[config.mk]
export PLATFORM = sky130hd
export DESIGN_NAME = dtmf_pair_detector
export DESIGN_NICKNAME = d
export VERILOG_FILES = /design/src/rtl/dtmf_det_pkg.sv /design/src/rtl/tone_period_meter.sv /design/src/rtl/tone_group_classifier.sv /design/src/rtl/dtmf_pair_detector.sv
export SDC_FILE = /design/constraint.sdc
export NUM_CORES = 1
export LEC_CHECK = 0
export BUFFER_PORTS_ARGS = -buffer_cell sky130_fd_sc_hd__buf_4
export CAP_MARGIN = 20
export CELL_PAD_IN_SITES_DETAIL_PLACEMENT = 1
export CELL_PAD_IN_SITES_GLOBAL_PLACEMENT = 1
export CORE_ASPECT_RATIO = 0.75
export CORE_MARGIN = 2
export CORE_UTILIZATION = 50
export CTS_CLUSTER_SIZE = 8
export DETAILED_ROUTE_END_ITERATION = 12
export HOLD_SLACK_MARGIN = 0.08
export PLACE_DENSITY_LB_ADDON = 0.1
export SYNTH_ARGS = -nofsm -noshare
export SYNTH_HDL_FRONTEND = slang
export SYNTH_HIERARCHICAL = 1
export SYNTH_SLANG_ARGS = --single-unit
[constraint.sdc]
create_clock -name clk -period 3.2 [get_ports clk]
set_input_delay 0.64 -clock clk [delete_from_list [all_inputs] [get_ports clk]]
set_output_delay 0.64 -clock clk [all_outputs]
set_load 0.005 [all_outputs]
[src/rtl/dtmf_det_pkg.sv]
// Shared constants and elaboration-time helpers for the tone-pair detector.
// Assumes tone frequencies are exact integers in Hz and CLK_HZ fits an int.
package dtmf_det_pkg;

    localparam int NUM_TONES = 4;
    localparam int IDX_W     = 2;

    // Tone frequency in Hz for group 0 (low band) or 1 (high band).
    function automatic int tone_hz(input int grp, input int idx);
        int hz;
        if (grp == 0) begin
            case (idx)
                0:       hz = 697;
                1:       hz = 770;
                2:       hz = 852;
                default: hz = 941;
            endcase
        end else begin
            case (idx)
                0:       hz = 1209;
                1:       hz = 1336;
                2:       hz = 1477;
                default: hz = 1633;
            endcase
        end
        return hz;
    endfunction

    // Nominal period in clocks, rounded to nearest.
    function automatic int nominal_clks(input int clk_hz, input int hz);
        return (clk_hz + hz / 2) / hz;
    endfunction

    // Window-sum bound at permille of WIN*nom, rounded inward.
    function automatic int band_edge(input int nom, input int win,
                                     input int permille, input bit round_up);
        longint num;
        num = longint'(nom) * longint'(win) * longint'(permille);
        if (round_up)
            return int'((num + 64'sd999) / 64'sd1000);
        else
            return int'(num / 64'sd1000);
    endfunction

endpackage

[src/rtl/tone_period_meter.sv]
// Measures the period of one squared tone by counting clocks between
// synchronised rising edges, and keeps a sliding sum of the last WIN
// periods. A gap of TIMEOUT_CLKS clocks disarms the channel and empties the
// window. Assumes the input is asynchronous, with a period >= 4 clocks.
module tone_period_meter #(
    parameter int TIMEOUT_CLKS = 8192,
    parameter int WIN          = 4,
    parameter int CNT_W        = 14,
    parameter int SUM_W        = 16,
    parameter int FILL_W       = 3
) (
    input  logic             clk,
    input  logic             rst_n,
    input  logic             pwr_down,
    input  logic             sq_in,
    output logic [SUM_W-1:0] win_sum,
    output logic             win_full,
    output logic             upd_p,
    output logic             tmo_p,
    output logic [CNT_W-1:0] last_period
);

    logic [2:0]        sync_q;
    logic              rise;
    logic              armed;
    logic [CNT_W-1:0]  cnt;
    logic [CNT_W-1:0]  hist [WIN];
    logic [FILL_W-1:0] fill;

    // Two-flop synchroniser plus previous-sample stage for edge detection.
    always_ff @(posedge clk) begin
        if (!rst_n || pwr_down)
            sync_q <= '0;
        else
            sync_q <= {sync_q[1:0], sq_in};
    end

    assign rise     = sync_q[1] & ~sync_q[2];
    assign win_full = (fill == FILL_W'(WIN));

    // Period counter, sliding window, fill level, timeout and update pulses.
    always_ff @(posedge clk) begin
        if (!rst_n || pwr_down) begin
            armed       <= 1'b0;
            cnt         <= '0;
            fill        <= '0;
            win_sum     <= '0;
            upd_p       <= 1'b0;
            tmo_p       <= 1'b0;
            last_period <= '0;
            for (int i = 0; i < WIN; i++) hist[i] <= '0;
        end else begin
            upd_p <= 1'b0;
            tmo_p <= 1'b0;
            if (rise) begin
                cnt   <= CNT_W'(1);
                armed <= 1'b1;
                if (armed) begin
                    hist[0] <= cnt;
                    for (int i = 1; i < WIN; i++) hist[i] <= hist[i-1];
                    win_sum     <= win_sum + SUM_W'(cnt) - SUM_W'(hist[WIN-1]);
                    last_period <= cnt;
                    upd_p       <= 1'b1;
                    if (!win_full) fill <= fill + FILL_W'(1);
                end
            end else if (armed) begin
                if (cnt == CNT_W'(TIMEOUT_CLKS - 1)) begin
                    armed   <= 1'b0;
                    fill    <= '0;
                    win_sum <= '0;
                    tmo_p   <= 1'b1;
                    for (int i = 0; i < WIN; i++) hist[i] <= '0;
                end else begin
                    cnt <= cnt + CNT_W'(1);
                end
            end
        end
    end

endmodule

[src/rtl/tone_group_classifier.sv]
// Classifies the window sum of one band against the four tones of GROUP.
// A tone is acquired inside a +/-2% band. A held tone survives inside
// +/-3.5%. Assumes the bands of neighbouring tones do not overlap.
module tone_group_classifier
    import dtmf_det_pkg::*;
#(
    parameter int CLK_HZ = 3579545,
    parameter int GROUP  = 0,
    parameter int WIN    = 4,
    parameter int SUM_W  = 16
) (
    input  logic             clk,
    input  logic             rst_n,
    input  logic             pwr_down,
    input  logic [SUM_W-1:0] win_sum,
    input  logic             win_full,
    output logic             tone_valid,
    output logic [IDX_W-1:0] tone_idx
);

    logic [NUM_TONES-1:0] in_acc;
    logic [NUM_TONES-1:0] in_hold;
    logic                 any_acc;
    logic [IDX_W-1:0]     acc_idx;

    // One comparator pair per tone, with bounds fixed at elaboration.
    for (genvar k = 0; k < NUM_TONES; k++) begin : g_tone
        localparam int NOM     = nominal_clks(CLK_HZ, tone_hz(GROUP, k));
        localparam int ACC_LO  = band_edge(NOM, WIN, 980, 1'b1);
        localparam int ACC_HI  = band_edge(NOM, WIN, 1020, 1'b0);
        localparam int HOLD_LO = band_edge(NOM, WIN, 965, 1'b1);
        localparam int HOLD_HI = band_edge(NOM, WIN, 1035, 1'b0);
        assign in_acc[k]  = (win_sum >= SUM_W'(ACC_LO))  && (win_sum <= SUM_W'(ACC_HI));
        assign in_hold[k] = (win_sum >= SUM_W'(HOLD_LO)) && (win_sum <= SUM_W'(HOLD_HI));
    end

    // Lowest-index tone whose accept band contains the sum.
    always_comb begin
        any_acc = 1'b0;
        acc_idx = '0;
        for (int k = NUM_TONES - 1; k >= 0; k--) begin
            if (in_acc[k]) begin
                any_acc = 1'b1;
                acc_idx = IDX_W'(k);
            end
        end
    end

    // Hysteretic valid/index state: hold the current tone, else try to acquire.
    always_ff @(posedge clk) begin
        if (!rst_n || pwr_down) begin
            tone_valid <= 1'b0;
            tone_idx   <= '0;
        end else if (!win_full) begin
            tone_valid <= 1'b0;
        end else if (tone_valid && in_hold[tone_idx]) begin
            tone_valid <= 1'b1;
        end else if (any_acc) begin
            tone_valid <= 1'b1;
            tone_idx   <= acc_idx;
        end else begin
            tone_valid <= 1'b0;
        end
    end

endmodule

[src/rtl/dtmf_pair_detector.sv]
// Two-band tone-pair detector. One period meter and one classifier per band
// (index 0 = low band, 1 = high band). sig_cond is the AND of both bands'
// valid flags. Assumes CLK_HZ is the clock that drives clk.
module dtmf_pair_detector
    import dtmf_det_pkg::*;
#(
    parameter int CLK_HZ       = 3579545,
    parameter int TIMEOUT_CLKS = 8192,
    parameter int WIN          = 4
) (
    input  logic       clk,
    input  logic       rst_n,
    input  logic       pwr_down,
    input  logic       low_sq,
    input  logic       high_sq,
    output logic       sig_cond,
    output logic [1:0] row_idx,
    output logic [1:0] col_idx
);

    localparam int CNT_W  = $clog2(TIMEOUT_CLKS + 1);
    localparam int SUM_W  = $clog2(WIN * TIMEOUT_CLKS + 1);
    localparam int FILL_W = $clog2(WIN + 1);

    logic [1:0]       sq_vec;
    logic [SUM_W-1:0] ch_sum    [2];
    logic [CNT_W-1:0] ch_period [2];
    logic [IDX_W-1:0] ch_idx    [2];
    logic [1:0]       ch_full;
    logic [1:0]       ch_upd;
    logic [1:0]       ch_tmo;
    logic [1:0]       ch_valid;

    assign sq_vec = {high_sq, low_sq};

    // One measurement-and-classification chain per band.
    for (genvar g = 0; g < 2; g++) begin : g_band
        tone_period_meter #(
            .TIMEOUT_CLKS (TIMEOUT_CLKS),
            .WIN          (WIN),
            .CNT_W        (CNT_W),
            .SUM_W        (SUM_W),
            .FILL_W       (FILL_W)
        ) u_meter (
            .clk         (clk),
            .rst_n       (rst_n),
            .pwr_down    (pwr_down),
            .sq_in       (sq_vec[g]),
            .win_sum     (ch_sum[g]),
            .win_full    (ch_full[g]),
            .upd_p       (ch_upd[g]),
            .tmo_p       (ch_tmo[g]),
            .last_period (ch_period[g])
        );

        tone_group_classifier #(
            .CLK_HZ (CLK_HZ),
            .GROUP  (g),
            .WIN    (WIN),
            .SUM_W  (SUM_W)
        ) u_class (
            .clk        (clk),
            .rst_n      (rst_n),
            .pwr_down   (pwr_down),
            .win_sum    (ch_sum[g]),
            .win_full   (ch_full[g]),
            .tone_valid (ch_valid[g]),
            .tone_idx   (ch_idx[g])
        );
    end

    assign sig_cond = &ch_valid;
    assign row_idx  = ch_idx[0];
    assign col_idx  = ch_idx[1];

endmodule

Word-level counts from Yosys, hierarchy flattened
Memory sizes are Yosys's and may differ from the RTL's.
Cells that the tools add are included.

storage, ports and cells
  output and inout bits = 5
  logic and storage cells = 223
  flip-flop bits (word level) = 80
  input port bits = 5
  RAM bits = 112
  memories kept = 2

memory list
  memory                  depth  bits a word  read ports  clocked after Yosys merged registers in  write ports  RTL line                 text
  g_band[0].u_meter.hist  4      14           4           0                                        4            tone_period_meter.sv:27  logic [CNT_W-1:0] hist [WIN];
  g_band[1].u_meter.hist  4      14           4           0                                        4            tone_period_meter.sv:27

cells by class
  bitwise gates (word level) = 26
  equal/unequal tests = 8
  magnitude comparators = 34
  reductions and logical operators = 39
  $add $sub $neg = 8
  muxes and demuxes = 90

operators by type and width
  cell                     count
  $mux W14                 16
  $ge A16 B14 Y1 const B   11
  $le A16 B14 Y1 const B   10
  $mux W16                 8
  $le A16 B15 Y1 const B   6
  $ge A16 B15 Y1 const B   5
  $mux W1                  46
  $add A16 B14 Y16         2
  $sub A16 B14 Y16         2
  $mux W3                  10
  $add A14 B1 Y14 const B  2
  $eq A14 B13 Y1 const B   2
  $logic_and A1 B1 Y1      18
  $mux W2                  8
  $or A1 B1 Y1             16
  $reduce_and A2 Y1        7
  $reduce_and A3 Y1        4
  $not A1 Y1               8
  $reduce_bool A2 Y1       4
  $reduce_or A2 Y1         4
  $add A3 B1 Y3 const B    2
  $eq A3 B3 Y1 const B     2
  $lt A2 B3 Y1 const B     2
  $bmux W1 S2              2
  other kinds (5)          8

Depth between registers and ports, before layout
  depth in word-level cells = 8
  gate-level depth with buffers = 12
  mapped depth without buffers = 12

By module
The synthesis kept the hierarchy.

modules (own cells, without submodules)
  module                                      sequential area each (um^2)  instances  cells each  area an instance (um^2)
  tone_period_meter                           2462.4                       2          548         5076.1
  tone_group_classifier at g_band[1].u_class  60.1                         1          149         1008.5
  tone_group_classifier at g_band[0].u_class  60.1                         1          130         854.6
  dtmf_pair_detector                          0.0                          1          1           6.3

Least setup slack after synthesis
OpenSTA, ideal clock, no wires.

  path type = flip-flop to flip-flop
  start = reg g_band[0].u_meter.win_sum[1]
  end = reg g_band[0].u_meter.win_sum[15]
  slack = 0.497 ns
  cell stages (with the launch flop) = 11
  library setup time = 0.134 ns
  path buffers = 0
  arrival time = 2.569 ns
  data required time = 3.066 ns
  clock period less this slack = 2.703 ns
  cells stage by stage = dfxtp_1 > inv_1 > fa_1 > inv_1 > ha_1 > a211oi_1 > o21ai_1 > o2111ai_1 > a21bo_2 > a2111oi_0 > a21oi_1

on the way
  longest elaborated chain between the ends = 4

ends and longest elaborated chain
  element                 RTL line                 text
  from (decl)             tone_period_meter.sv:16  output logic [SUM_W-1:0] win_sum,
  from (signal assigned)  tone_period_meter.sv:61  win_sum <= win_sum + SUM_W'(cnt) - SUM_W'(hist[WIN-1]);
  $add A16 B14 Y16        tone_period_meter.sv:61
  $sub A16 B14 Y16        tone_period_meter.sv:61
  $mux W16                tone_period_meter.sv:58  if (armed) begin
  $mux W16                tone_period_meter.sv:55  if (rise) begin

Every way passes these cells. The select of a mux whose other input is x is not followed.
A chain may end at the register's enable or synchronous reset.

Worst setup path in the final report
  start = reg g_band[1].u_meter.win_sum[11]
  end = reg g_band[1].u_meter.win_sum[14]

on the way
  longest elaborated chain between the ends = 4

ends and longest elaborated chain
  element                 RTL line
  from (decl)             tone_period_meter.sv:16
  from (signal assigned)  tone_period_meter.sv:61
  $add A16 B14 Y16        tone_period_meter.sv:61
  $sub A16 B14 Y16        tone_period_meter.sv:61
  $mux W16                tone_period_meter.sv:58
  $mux W16                tone_period_meter.sv:55

Every way passes these cells. The select of a mux whose other input is x is not followed.

==> metrics.md <==
| Metric | Value |
|---|---|
| Outcome | `finished, final reports clean` |
| Grt total ovfl | `0` |
| Area growth syn-to-layout | `9.94%` |
| Gpl congestion | `0.897` |
| Max clock buf depth | `2` |
| RSZ-0062 raised after global routing | `false` |
| Die Area | `23500 sq um` |
| Routed wire length | `31200 um` |
| Avg Cell Area, Syn | `8.65 sq um` |
| Root Buffer | `clkbuf_16` |
| # diodes | `0` |
| CTS tree | `done` |
| Setup-failing EPs final | `0` |
| Clock transition at path regs | `80 ps` |
| Most frequent cells in the layout | `nand2_1 (172), inv_1 (138), dfxtp_1 (134)` |
| Max-slew violation count | `0` |
| # Max-Cap Violations | `0` |
| Most common cell after layout, fill and taps aside | `nand2_1` |
| Initial antenna violation count | `0` |
| Post-route setup slack | `188 ps` |
| Largest net degree at the start of global routing | `32` |
| Kind of critical path | `reg2reg` |
| WL per Instance | `19.6 um` |
| Final Hold Viols | `0` |
| HPWL Detailed | `22400 um` |
| CTS Buf Count | `17` |
| Tcrit/Tclk final | `94.1%` |
| WHS Endpoint | `g_band[1].u_meter/sync_q[0]$_SDFF_PP0_` |
| DRC viols | `0` |
| Total power | `4.82 mW` |
| Peak Freq | `0.332 GHz` |
| Final min period | `3010 ps` |
| Via density | `5.87` |
| Nets@finish | `1359` |
| Share of layout cells above drive strength 1 | `9.30%` |
| Initial Util | `50.7%` |
| Rel. slew slack | `49.0%` |
| Synth warnings | `6` |
| H-tree depth | `4` |
| P per Cell Area | `394 nW/um^2` |
| Port Buffers | `9` |
| Worst setup SP type | `flop` |
| GR Util All Layers | `27.5%` |
| Clk Latency, worst-skew pair | `440 ps` |
| Fillers | `2573` |
| Crit Path Max Fanout | `11` |
| 1st-pass router iterations | `5` |
| Reg-to-reg endpoint | `g_band[1].u_meter/win_sum[14]$_SDFFE_PP0P_` |
| CP Data Arrival Time | `3390 ps` |
| Net Count, Synth | `1357` |
| Reg2reg path depth | `10` |
| HP Start | `high_sq` |
| Pleak | `4.57 nW` |
| Clk_skew | `15.9 ps` |
| Die height | `133 um` |
| Worst min path class | `in2reg` |
| Io pins | `10` |
| R2R setup slack | `190 ps` |
| Postcts setup bufs | `0` |
| CP Capture Type | `flop` |
| DRT iter0 DRCs | `848` |
| Hold path cells | `2` |
| Mapped Area | `11100 sq um` |
| Die W | `176 um` |
| Clk sink count | `192` |
| Std cell rows | `47` |
| Setup tns final | `0 ps` |
| Core Area | `21900 sq um` |
| Max IR drop VDD | `0.348 mV` |
| Synth Instances | `1286` |
| Routed Antenna Nets | `0` |
| Crit path required time | `3580 ps` |
| Worst Tran Pin Value | `763 ps` |
| Setup WS pre-CTS | `170 ps` |
| Vias in the first global route | `9196` |
| RR Startpoint | `g_band[1].u_meter/win_sum[11]$_SDFFE_PP0P_` |
| DR vias | `9359` |
| Global-route wire length before repair | `51000 um` |
-- registers in the layout, indices dropped and copies added (netlist names) --
signal and cells:
g_band.u_meter/hist 112, g_band.u_meter/sync_q 6, g_band.u_class/tone_idx 4, g_band.u_meter/win_sum 32
g_band.u_meter/cnt 28, g_band.u_meter/armed 2, g_band.u_meter/fill 6, g_band.u_class/tone_valid 2
-- repair_timing --
action                     in CTS  in global routing
setup endpoints to repair       0                  4
hold buffers                    0                  0
resized for setup               0                  7
-- routing by layer --
metal | track usage, % | vias up | routed length, um
li1 | - | 4463 | -
met2 | 38.5 | 207 | 13000
met3 | 4.57 | 18 | 1480
met1 | 44.4 | 4671 | 16600
met5 | 0 | - | 0
met4 | 4.91 | 0 | 234
-- worst max-delay path: stages, from the launching register on --
cell and delay (ps):
dfxtp_1 540, inv_1 160, fa_1 560, inv_1 40, ha_1 370, a21oi_1 250, nor2b_1 90, a211o_1 320
a21o_1 210, or3_1 340, nand3_1 90
-- cell type report --
type                            instances  area, sq um  area share (%)
Timing Repair Buffer                   54          405            3.31
Inverter                              140          526            4.30
Clock buffer                           17          425            3.48
Clock inverter                         15          188            1.53
Sequential cell                       192         4410            36.0
Multi-Input combinational cell        883         5920            48.4
Tap cell                              294          368            3.01
-- power by group --
part	internal (mW)	total, mW	switching [mW]
combinational	0.0161	0.0807	0.0646
clock	1.07	2.21	1.14
sequential	2.53	2.54	0.0115
-- metrics by stage --
| stage | cells | cell area [sq um] | util (%) | hold slack, ps |
|---|---|---|---|---|
| final | 1595 | 12200 | 55.8 | 401 |
| after global routing | 1595 | 12200 | 55.8 | 390 |
| after CTS | 1595 | 12200 | 55.7 | 389 |
| after detailed placement | 1563 | 11600 | 52.9 | 422 |
| after global placement | 1563 | 11600 | 52.9 | 414 |
| after floorplan | 1286 | 11100 | - | 406 |
-- worst max-delay path by stage --
stage,start,endpoint,depth (start not counted)
floorplan,g_band[0].u_meter/win_sum[1]$_SDFFE_PP0P_,g_band[0].u_meter/win_sum[15]$_SDFFE_PP0P_,10
global placement,g_band[1].u_meter/win_sum[12]$_SDFFE_PP0P_,g_band[1].u_meter/win_sum[15]$_SDFFE_PP0P_,10
detailed placement,g_band[0].u_meter/win_sum[13]$_SDFFE_PP0P_,g_band[0].u_meter/win_sum[15]$_SDFFE_PP0P_,10
CTS,g_band[1].u_meter/cnt[3]$_SDFFE_PP0P_,g_band[1].u_meter/win_sum[15]$_SDFFE_PP0P_,10
global route,g_band[0].u_meter/cnt[1]$_SDFFE_PP0P_,g_band[0].u_meter/win_sum[15]$_SDFFE_PP0P_,11
finish,g_band[1].u_meter/win_sum[11]$_SDFFE_PP0P_,g_band[1].u_meter/win_sum[14]$_SDFFE_PP0P_,10
No activity file was read; power rests on OpenSTA's default activity.
